<file path="src/rtl/hbg_pkg.sv">
package hbg_pkg;

    // Command bundle for one half-bridge
    typedef struct packed {
        logic lo;
        logic hi;
        logic hs_uv;
    } half_cmd_t;

    // Gate pair for one half-bridge
    typedef struct packed {
        logic lo;
        logic hi;
    } half_gate_t;

    localparam int unsigned NUM_HALVES = 2;

endpackage

</file>
<file path="src/rtl/hbg_ontimer.sv">
// Per-gate turn-on delay: reload on a new request, clear on withdrawal.
module hbg_ontimer #(
    parameter int unsigned DT_W = 8
) (
    input  logic            clk,
    input  logic            rst_n,
    input  logic [DT_W-1:0] dead,
    input  logic            req,
    output logic            on
);

    typedef struct packed {
        logic [DT_W-1:0] cnt;
        logic            req;
        logic            on;
    } tmr_t;

    tmr_t st_d, st_q;

    always_comb begin
        st_d     = st_q;
        st_d.req = req;
        if (!req) begin
            st_d.cnt = '0;
            st_d.on  = 1'b0;
        end else if (!st_q.req) begin
            st_d.cnt = dead;
            st_d.on  = (dead == '0);
        end else begin
            st_d.cnt = (st_q.cnt != '0) ? st_q.cnt - 1'b1 : '0;
            st_d.on  = (st_d.cnt == '0);
        end
    end

    always_ff @(posedge clk or negedge rst_n) begin
        if (!rst_n) st_q <= '0;
        else        st_q <= st_d;
    end

    assign on = st_q.on;

    AST_OFF_NEXT_EDGE: assert property (@(posedge clk) disable iff (!rst_n)
        !req |=> !on);

endmodule

</file>
<file path="src/rtl/hbg_wake.sv">
// Tracks cycles since the bridge was unblocked: refresh window and hold-off.
module hbg_wake #(
    parameter int unsigned REFRESH_CYC = 16,
    parameter int unsigned HOLDOFF_CYC = 40
) (
    input  logic clk,
    input  logic rst_n,
    input  logic blk,
    output logic refresh,
    output logic hs_ok
);

    localparam int unsigned WK_W = $clog2(HOLDOFF_CYC + 1);
    localparam logic [WK_W-1:0] REF_END = WK_W'(REFRESH_CYC);
    localparam logic [WK_W-1:0] HO_END  = WK_W'(HOLDOFF_CYC);

    typedef struct packed {
        logic [WK_W-1:0] cnt;
    } wake_t;

    wake_t wk_d, wk_q;

    always_comb begin
        wk_d = wk_q;
        if (blk)                  wk_d.cnt = '0;
        else if (wk_q.cnt != HO_END) wk_d.cnt = wk_q.cnt + 1'b1;
    end

    always_ff @(posedge clk or negedge rst_n) begin
        if (!rst_n) wk_q <= '0;
        else        wk_q <= wk_d;
    end

    assign refresh = !blk && (wk_q.cnt < REF_END);
    assign hs_ok   = !blk && (wk_q.cnt == HO_END);

    AST_REFRESH_BEFORE_HS: assert property (@(posedge clk) disable iff (!rst_n)
        refresh |-> !hs_ok);

endmodule

</file>
<file path="src/rtl/hbg_half.sv">
// One half-bridge: priority, gating and two turn-on timers.
module hbg_half
    import hbg_pkg::*;
#(
    parameter int unsigned DT_W = 8
) (
    input  logic            clk,
    input  logic            rst_n,
    input  logic [DT_W-1:0] dead,
    input  logic            blk,
    input  logic            refresh,
    input  logic            hs_ok,
    input  half_cmd_t       cmd,
    output half_gate_t      gate
);

    logic lo_req, hi_req;

    always_comb begin
        lo_req = !blk && (cmd.lo || refresh);
        hi_req = !blk && hs_ok && !cmd.hs_uv && cmd.hi && !cmd.lo;
    end

    hbg_ontimer #(.DT_W(DT_W)) u_lo (
        .clk(clk), .rst_n(rst_n), .dead(dead), .req(lo_req), .on(gate.lo)
    );

    hbg_ontimer #(.DT_W(DT_W)) u_hi (
        .clk(clk), .rst_n(rst_n), .dead(dead), .req(hi_req), .on(gate.hi)
    );

    AST_NO_SHOOT: assert property (@(posedge clk) disable iff (!rst_n)
        !(gate.lo && gate.hi));

    AST_HS_UV_OFF: assert property (@(posedge clk) disable iff (!rst_n)
        cmd.hs_uv |=> !gate.hi);

endmodule

</file>
<file path="src/rtl/hbridge_gate_ctrl.sv">
module hbridge_gate_ctrl
    import hbg_pkg::*;
#(
    parameter int unsigned DT_W        = 8,
    parameter int unsigned REFRESH_CYC = 16,
    parameter int unsigned HOLDOFF_CYC = 40
) (
    input  logic            clk,
    input  logic            rst_n,
    input  logic            dis,
    input  logic            vdd_uv,
    input  logic [DT_W-1:0] dead_cycles,
    input  logic            a_lo_cmd,
    input  logic            a_hi_cmd,
    input  logic            a_hs_uv,
    input  logic            b_lo_cmd,
    input  logic            b_hi_cmd,
    input  logic            b_hs_uv,
    output logic            a_lo_gate,
    output logic            a_hi_gate,
    output logic            b_lo_gate,
    output logic            b_hi_gate
);

    logic       blk;
    logic       refresh;
    logic       hs_ok;
    half_cmd_t  cmds  [NUM_HALVES];
    half_gate_t gates [NUM_HALVES];

    assign blk = dis || vdd_uv;

    assign cmds[0] = '{lo: a_lo_cmd, hi: a_hi_cmd, hs_uv: a_hs_uv};
    assign cmds[1] = '{lo: b_lo_cmd, hi: b_hi_cmd, hs_uv: b_hs_uv};

    hbg_wake #(.REFRESH_CYC(REFRESH_CYC), .HOLDOFF_CYC(HOLDOFF_CYC)) u_wake (
        .clk(clk), .rst_n(rst_n), .blk(blk), .refresh(refresh), .hs_ok(hs_ok)
    );

    for (genvar h = 0; h < NUM_HALVES; h++) begin : g_half
        hbg_half #(.DT_W(DT_W)) u_half (
            .clk(clk), .rst_n(rst_n), .dead(dead_cycles), .blk(blk),
            .refresh(refresh), .hs_ok(hs_ok), .cmd(cmds[h]), .gate(gates[h])
        );
    end

    assign a_lo_gate = gates[0].lo;
    assign a_hi_gate = gates[0].hi;
    assign b_lo_gate = gates[1].lo;
    assign b_hi_gate = gates[1].hi;

    initial begin
        AST_PARAM_ORDER: assert (REFRESH_CYC < HOLDOFF_CYC);
    end

    AST_DIS_ALL_OFF: assert property (@(posedge clk) disable iff (!rst_n)
        dis |=> !(a_lo_gate || a_hi_gate || b_lo_gate || b_hi_gate));

    AST_UV_ALL_OFF: assert property (@(posedge clk) disable iff (!rst_n)
        vdd_uv |=> !(a_lo_gate || a_hi_gate || b_lo_gate || b_hi_gate));

    AST_HS_NEEDS_UNBLOCK: assert property (@(posedge clk) disable iff (!rst_n)
        (a_hi_gate || b_hi_gate) |-> !$past(blk));

endmodule

</file>
<file path="config.mk">
export PLATFORM = sky130hd
export DESIGN_NAME = hbridge_gate_ctrl
export DESIGN_NICKNAME = d
export VERILOG_FILES = /design/src/rtl/hbg_pkg.sv /design/src/rtl/hbg_ontimer.sv /design/src/rtl/hbg_wake.sv /design/src/rtl/hbg_half.sv /design/src/rtl/hbridge_gate_ctrl.sv
export SDC_FILE = /design/constraint.sdc
export NUM_CORES = 1
export LEC_CHECK = 0
export BUFFER_PORTS_ARGS = -buffer_cell sky130_fd_sc_hd__buf_2
export CAP_MARGIN = 20
export CORE_MARGIN = 2
export CORE_UTILIZATION = 38
export CTS_BUF_LIST = sky130_fd_sc_hd__clkbuf_16
export CTS_CLUSTER_DIAMETER = 40
export DETAILED_ROUTE_END_ITERATION = 12
export PLACE_DENSITY = 0.57
export SLEW_MARGIN = 20
export SYNTH_ARGS = -nofsm -noshare
export SYNTH_HDL_FRONTEND = slang
export SYNTH_SLANG_ARGS = --single-unit
</file>
<file path="constraint.sdc">
create_clock -name clk -period 5.2 [get_ports clk]
set_clock_uncertainty 0.1 [all_clocks]
set_input_delay 0.52 -clock clk [delete_from_list [all_inputs] [get_ports clk]]
set_output_delay 0.52 -clock clk [all_outputs]
set_load 0.01 [all_outputs]
</file>
==> results.sh, run 1 <==
export IMPL_leakage_nw=1.41
export IMPL_dieArea_sq_um=7590
export IMPL_hp_class="in2async"
export IMPL_powerDensity_nw_per_um2=266
export IMPL_die_y_microns=87.1
export IMPL_synth_fp_nets=315
export IMPL_finalInstanceArea_sq_um=2940
export IMPL_seqCellArea_sq_um=1150
export IMPL_globalplace_congestion=0.858
export IMPL_rsz0062_at_grt="no"
export IMPL_ctsResizeCount=0
export IMPL_synth_top_cells_by_area="dfrtp_1 (44%), nor2_1 (8.0%), ha_1 (4.8%), a2bb2oi_1 (3.3%), mux2i_1 (3.0%)"
export IMPL_track_usage=0.175
export IMPL_setup_viol_count_final=0
export IMPL_clk_latency_ns=0.29
export IMPL_initial_core_util=0.389
export IMPL_worstSetupPathType="reg2reg"
export IMPL_ant_nets=0
export IMPL_cp_data_required_time_ns=5.31
export IMPL_timing_fmax_mhz=508
export IMPL_nNetsFinal=337
export IMPL_outcome="complete, no violations"
export IMPL_syn_inst=287
export IMPL_cp_arrival_ns=2.08
export IMPL_slowest_stage="or4_1"
export IMPL_hold_violations=0
export IMPL_vias=2112
export IMPL_clkTransAtPathRegs_ns=0.07
export IMPL_cts_buffers=5
export IMPL_synth_fa_ha_area_frac=0.0476
export IMPL_yosys_area_top_type_share=0.438
export IMPL_firstDrtPassIters=4
export IMPL_drive_gt1_frac=0.129
export IMPL_finalCriticalPeriod_ns=1.97
export IMPL_ys_ff_latch=46
export IMPL_clock_sinks=46
export IMPL_viasPerCell=5.42
export IMPL_critPathLaunchType="flop"
export IMPL_core_area_sq_um=6760
export IMPL_drc=0
export IMPL_pin_count=22
export IMPL_crit_fanout=4
export IMPL_drv_slew=0
export IMPL_fin_setup_tns_ns=0
export IMPL_synth_area_mux_share=0.0305
export IMPL_mostFrequentLayoutCells="nor2_1 (56), dfrtp_1 (46), buf_2 (20), inv_1 (16), nand2_1 (15)"
export IMPL_ys_warn_count=0
export IMPL_dp_cells=382
export IMPL_wirelength_mm=6.04
export IMPL_grt_pass1_vias=1989
export IMPL_syn_cell_area_sq_um=2630
export IMPL_clk_path_buf_depth=2
export IMPL_grt_max_degree=47
export IMPL_ys_seq_area_frac=0.438
export IMPL_synthXorXnorAreaFrac=0.0567
export IMPL_place_area_sq_um=2800
export IMPL_synth_top_family_by_area="simple AND/OR/NAND/NOR gates"
export IMPL_port_buffers=21
export IMPL_cts_setup_buffers=0
export IMPL_overflow=0
export IMPL_dp_hpwl_mm=4.29
export IMPL_max_stage_delay_ns=0.46
export IMPL_cp_end_kind="flop"
export IMPL_fill_cells=671
export IMPL_multiInputGateArea_sq_um=1370
export IMPL_synth_compound_area_frac=0.144
export IMPL_h_tree_depth=2
export IMPL_avgSynthCellArea_sq_um=9.15
export IMPL_fin_crit_sh=0.379
export IMPL_antenna_found_initial=0
export IMPL_synth_distinct_cells=46
export IMPL_wl_per_cell_microns=15.5
export IMPL_crit_chain="inv_1 > ha_1 > xor2_1 > or4_1 > o41ai_1 > a31oi_1 > nor2_1"
export IMPL_vdd_drop_max_uv=115
export IMPL_hold_buffers=0
export IMPL_max_slew_margin=0.411
export IMPL_syn2layout_area_growth_pct=12.1
export IMPL_layout_commonest_cell="nor2_1"
export IMPL_worstMarginPinSlew_ns=0.878
export IMPL_synth_top_area_cell="dfrtp_1"
export IMPL_grt_pass1_wl_mm=10.2
export IMPL_yosys_area_share_simple=0.242
export IMPL_n_antenna_cell=0
export IMPL_cap_viol_max_count=0
export IMPL_die_w_microns=87.1
export IMPL_cts_tree="yes"
export IMPL_instances_no_fill=390
export IMPL_cp_num_buf_inv=1
export IMPL_cts_root_buf="clkbuf_16"
export IMPL_rows=30
export IMPL_cp_top_family="simple AND/OR/NAND/NOR gates"
export IMPL_drtIter0Drc=48
[worst register-to-register path, delay by kind of cell, from the launching register on]
kind	cells	cell delay (ns)
AND/OR/NAND/NOR	2	0.56
AO/OA/AOI/OAI	2	0.39
flip-flops	1	0.36
adder cells (fa/ha/maj)	1	0.24
XOR/XNOR	1	0.16
buffers and inverters	1	0.09
[area by class of cell]
| type | instances | area share |
|---|---|---|
| Multi-Input combinational cell | 215 | 0.465 |
| Inverter | 20 | 0.0255 |
| Clock inverter | 3 | 0.00552 |
| Clock buffer | 5 | 0.0425 |
| Tap cell | 80 | 0.0340 |
| Timing Repair Buffer | 21 | 0.0365 |
| Sequential cell | 46 | 0.391 |
[registers in the layout (all words and copies together) (netlist names)]
| register | flops |
|---|---|
| g_half.u_half.u_hi.on | 2 |
| g_half.u_half.u_hi.st_q | 18 |
| g_half.u_half.u_lo.on | 2 |
| g_half.u_half.u_lo.st_q | 18 |
| u_wake.wk_q | 6 |
[synth_stat cells, drive strengths merged]
cell type / n
a21o: 1
dfrtp: 46
inv: 20
a31oi: 6
mux2i: 8
nor4b: 2
nor2b: 8
a41oi: 1
o41ai: 1
or4b: 1
o21a: 1
a21oi: 10
o211a: 1
nand4: 2
ha: 10
nor3: 11
nor4: 6
a211o: 1
nand3b: 2
a2bb2oi: 10
nand4b: 2
clkbuf: 4
o31ai: 2
or2: 3
nand3: 9
a22oi: 5
a211oi: 9
nand2: 15
xnor2: 9
buf: 2
or4: 2
nor2: 57
o21ai: 4
nor3b: 2
nand2b: 5
and2: 1
xor2: 8
[cell families after synthesis]
logic type / after synthesis
adder cells (fa/ha/maj): 10
flip-flops: 46
AO/OA/AOI/OAI: 52
XOR/XNOR: 17
buffers and inverters: 26
AND/OR/NAND/NOR: 128
multiplexers: 8
[path summary, 6_finish.rpt]
kind                                                  to  cells after the start                     startpoint  slack (ns)
max                             g_half[0].u_half.u_hi.on                      7  g_half[0].u_half.u_hi.st_q[2]        3.23
min                        g_half[0].u_half.u_lo.st_q[6]                      1                          rst_n        0.13
max reg2reg                     g_half[0].u_half.u_hi.on                      7  g_half[0].u_half.u_hi.st_q[2]        3.23
min reg2reg                               u_wake.wk_q[5]                      2                 u_wake.wk_q[5]        0.48
max in group asynchronous  g_half[0].u_half.u_hi.st_q[2]                      1                          rst_n        4.46
min in group clk           g_half[1].u_half.u_lo.st_q[7]                      3                 dead_cycles[5]        0.46
[routing by layer]
| layer | vias up | GRT usage | wire length (microns) |
|---|---|---|---|
| met2 | 36 | 0.264 | 2810 |
| met1 | 1025 | 0.250 | 2910 |
| li1 | 1047 | - | - |
| met4 | 0 | 0.0448 | 42 |
| met5 | - | 0 | 0 |
| met3 | 4 | 0.0445 | 278 |
[metrics by stage]
stage	setup WS, ns	hold slack [ns]	total power [mW]	util
floorplan	3.37	0.124	0.446	-
global placement	3.29	0.483	0.480	0.414
detailed placement	3.25	0.477	0.480	0.414
CTS	3.23	0.359	0.793	0.435
global route	3.05	0.188	0.823	0.436
finish	3.23	0.131	0.783	0.436
[power by group]
part	internal (mW)	leakage, nW	switching, mW	total [mW]
logic	0.0403	0.710	0.0562	0.0965
registers	0.366	0.632	0.0106	0.377
clock network	0.176	0.0672	0.135	0.310
total	0.582	1.41	0.201	0.783
Note: power is estimated with default switching activity, not from simulation.
==> run 2: changes to the inputs <==
--- a/config.mk
+++ b/config.mk
@@ -12,7 +12,7 @@
 export CTS_BUF_LIST = sky130_fd_sc_hd__clkbuf_16
 export CTS_CLUSTER_DIAMETER = 40
 export DETAILED_ROUTE_END_ITERATION = 12
-export PLACE_DENSITY = 0.57
+export PLACE_DENSITY = 0.59
 export SLEW_MARGIN = 20
 export SYNTH_ARGS = -nofsm -noshare
 export SYNTH_HDL_FRONTEND = slang
==> constraint.sdc (replaced) <==
create_clock -name clk -period 1.8 [get_ports clk]
set_clock_uncertainty 0.1 [all_clocks]
set_input_delay 0.18 -clock clk [delete_from_list [all_inputs] [get_ports clk]]
set_output_delay 0.18 -clock clk [all_outputs]
set_load 0.01 [all_outputs]
==> run 2 against run 1 <==
Compared with the run above: the run now ends with setup timing left; flip-flop and latch count stayed put; worst hold slack lost 0.011 ns; cell count is 6.4% higher; via count grew 5.0%; highest routed layer unchanged.
==> results.sh, run 2 (synthesis gave the netlist of run 1 again) <==
export IMPL_mostFrequentLayoutCells="nor2_1 (56), dfrtp_1 (46), buf_4 (24), buf_2 (21), nand2_1 (14)"
export IMPL_seqCellArea_sq_um=1150
export IMPL_die_w_microns=87.1
export IMPL_dieArea_sq_um=7590
export IMPL_pin_count=22
export IMPL_timing_fmax_mhz=543
export IMPL_hp_class="in2reg"
export IMPL_finalCriticalPeriod_ns=1.84
export IMPL_globalplace_congestion=0.852
export IMPL_failed_checks="setup timing"
export IMPL_rsz0062_at_grt="yes"
export IMPL_cts_root_buf="clkbuf_16"
export IMPL_crit_fanout=3
export IMPL_cp_num_buf_inv=1
export IMPL_powerDensity_nw_per_um2=718
export IMPL_core_area_sq_um=6760
export IMPL_antenna_found_initial=0
export IMPL_max_stage_delay_ns=0.49
export IMPL_worstSetupPathType="reg2reg"
export IMPL_setup_viol_count_final=1
export IMPL_clock_sinks=46
export IMPL_cp_data_required_time_ns=1.91
export IMPL_worstMarginPinSlew_ns=0.475
export IMPL_drtIter0Drc=73
export IMPL_wl_per_cell_microns=15.1
export IMPL_fill_cells=662
export IMPL_min_path_cells=3
export IMPL_cp_arrival_ns=1.96
export IMPL_place_ws_ns=-0.0476
export IMPL_critPathLaunchType="flop"
export IMPL_leakage_nw=1.56
export IMPL_multiInputGateArea_sq_um=1440
export IMPL_grt_max_degree=33
export IMPL_cp_end_kind="flop"
export IMPL_drv_slew=0
export IMPL_overflow=0
export IMPL_postLayoutSetupSlackWorst_ns=-0.0428
export IMPL_cts_buffers=5
export IMPL_slowest_stage="or4_1"
export IMPL_fin_crit_sh=1.02
export IMPL_port_buffers=21
export IMPL_grt_pass1_wl_mm=10.5
export IMPL_outcome="complete, but fails checks"
export IMPL_firstDrtPassIters=4
export IMPL_syn2layout_area_growth_pct=22.6
export IMPL_hold_violations=0
export IMPL_vdd_drop_max_uv=339
export IMPL_clkTransAtPathRegs_ns=0.06
export IMPL_ant_nets=0
export IMPL_nNetsFinal=363
export IMPL_die_y_microns=87.1
export IMPL_grt_pass1_vias=2169
export IMPL_p_total_mw=2.31
export IMPL_cts_tree="yes"
export IMPL_top_regs="g_half.u_half.u_hi.st_q: 18 flops, g_half.u_half.u_lo.st_q: 18 flops, u_wake.wk_q: 6 flops"
export IMPL_track_usage=0.176
export IMPL_dp_hpwl_mm=4.47
export IMPL_drive_gt1_frac=0.233
export IMPL_crit_chain="inv_2 > ha_4 > xor2_1 > or4_1 > o41ai_2 > a31oi_1 > nor2_1"
export IMPL_clk_path_buf_depth=2
export IMPL_reg2reg_depth=7
export IMPL_fin_hold_ws_ns=0.120
export IMPL_wirelength_mm=6.28
export IMPL_max_slew_margin=0.682
export IMPL_final_util=0.476
export IMPL_h_tree_depth=2
export IMPL_vias=2217
export IMPL_layout_commonest_cell="nor2_1"
export IMPL_clk_latency_ns=0.29
export IMPL_cp_depth=7
export IMPL_n_antenna_cell=0
export IMPL_drc=0
export IMPL_cap_viol_max_count=0
export IMPL_cp_top_family="simple AND/OR/NAND/NOR gates"
export IMPL_rows=30
export IMPL_initial_core_util=0.389
export IMPL_viasPerCell=5.34
==> run 2: cell types whose count changed in the layout (fill, tap and decap cells not counted), moves of 2 or more <==
cell / delta
buf_4: +23
inv_2: +4
inv_1: -3
ha_1: -2
ha_4: +2
==> run 2: repair_timing <==
| action | CTS | global route |
|---|---|---|
| setup endpoints to repair | 1 | 21 |
| hold endpoints to repair | 14 | 0 |
| setup buffers | 0 | 3 |
| gates resized for setup | 3 | 11 |
| pin swaps | 0 | 2 |
| cloned | 0 | 0 |
| hold buffers | 1 | 0 |
==> run 2: final timing paths <==
check	start	endpoint	slack, ns
max in group asynchronous	rst_n	g_half[1].u_half.u_hi.st_q[9]	0.85
worst min-delay path	dead_cycles[5]	g_half[1].u_half.u_lo.st_q[7]	0.12
min in group asynchronous	rst_n	g_half[1].u_half.u_lo.st_q[5]	0.26
worst max register to register	g_half[0].u_half.u_hi.st_q[3]	g_half[0].u_half.u_hi.on	-0.04
worst max-delay path	g_half[0].u_half.u_hi.st_q[3]	g_half[0].u_half.u_hi.on	-0.04
worst min register to register	g_half[0].u_half.u_lo.st_q[2]	g_half[0].u_half.u_lo.st_q[2]	0.46
==> run 2: power breakdown <==
| group | leakage, nW | internal [mW] | total, mW | switching, mW |
|---|---|---|---|---|
| Combinational | 0.861 | 0.157 | 0.334 | 0.177 |
| Sequential | 0.632 | 1.06 | 1.09 | 0.0289 |
| Clock | 0.0671 | 0.502 | 0.892 | 0.389 |
==> run 2: area by class of cell <==
cell class	instances	share of cell area
clock buffers	5	0.0389
clock inverters	2	0.00350
inverters	20	0.0233
multi-input cells	215	0.448
flip-flops and latches	46	0.358
well taps	80	0.0311
repair buffers	47	0.0979
==> run 2: metal layers <==
metal	vias to the layer above	track usage	wire [microns]
met4	0	0.0503	68
met3	7	0.0227	185
met5	-	0	0
li1	1096	-	-
met1	1078	0.242	3020
met2	36	0.292	3000
==> run 2: worst reg2reg max path, delay by kind of cell (launching register included) <==
| kind | cells | cell delay, ns |
|---|---|---|
| compound gates | 2 | 0.36 |
| fa+ha+maj | 1 | 0.16 |
| flops | 1 | 0.37 |
| buf+inv | 1 | 0.07 |
| xor+xnor | 1 | 0.14 |
| simple gates | 2 | 0.59 |
==> run 2: stage by stage <==
stage | std cells | area, sq um | TNS (ns)
final | 415 | 3220 | -0.0428
after CTS | 412 | 3140 | -0.0350
after detailed placement | 404 | 2990 | -0.0476
after global routing | 415 | 3220 | -0.147
after global placement | 404 | 2990 | 0
after floorplan | 287 | 2640 | -0.0266
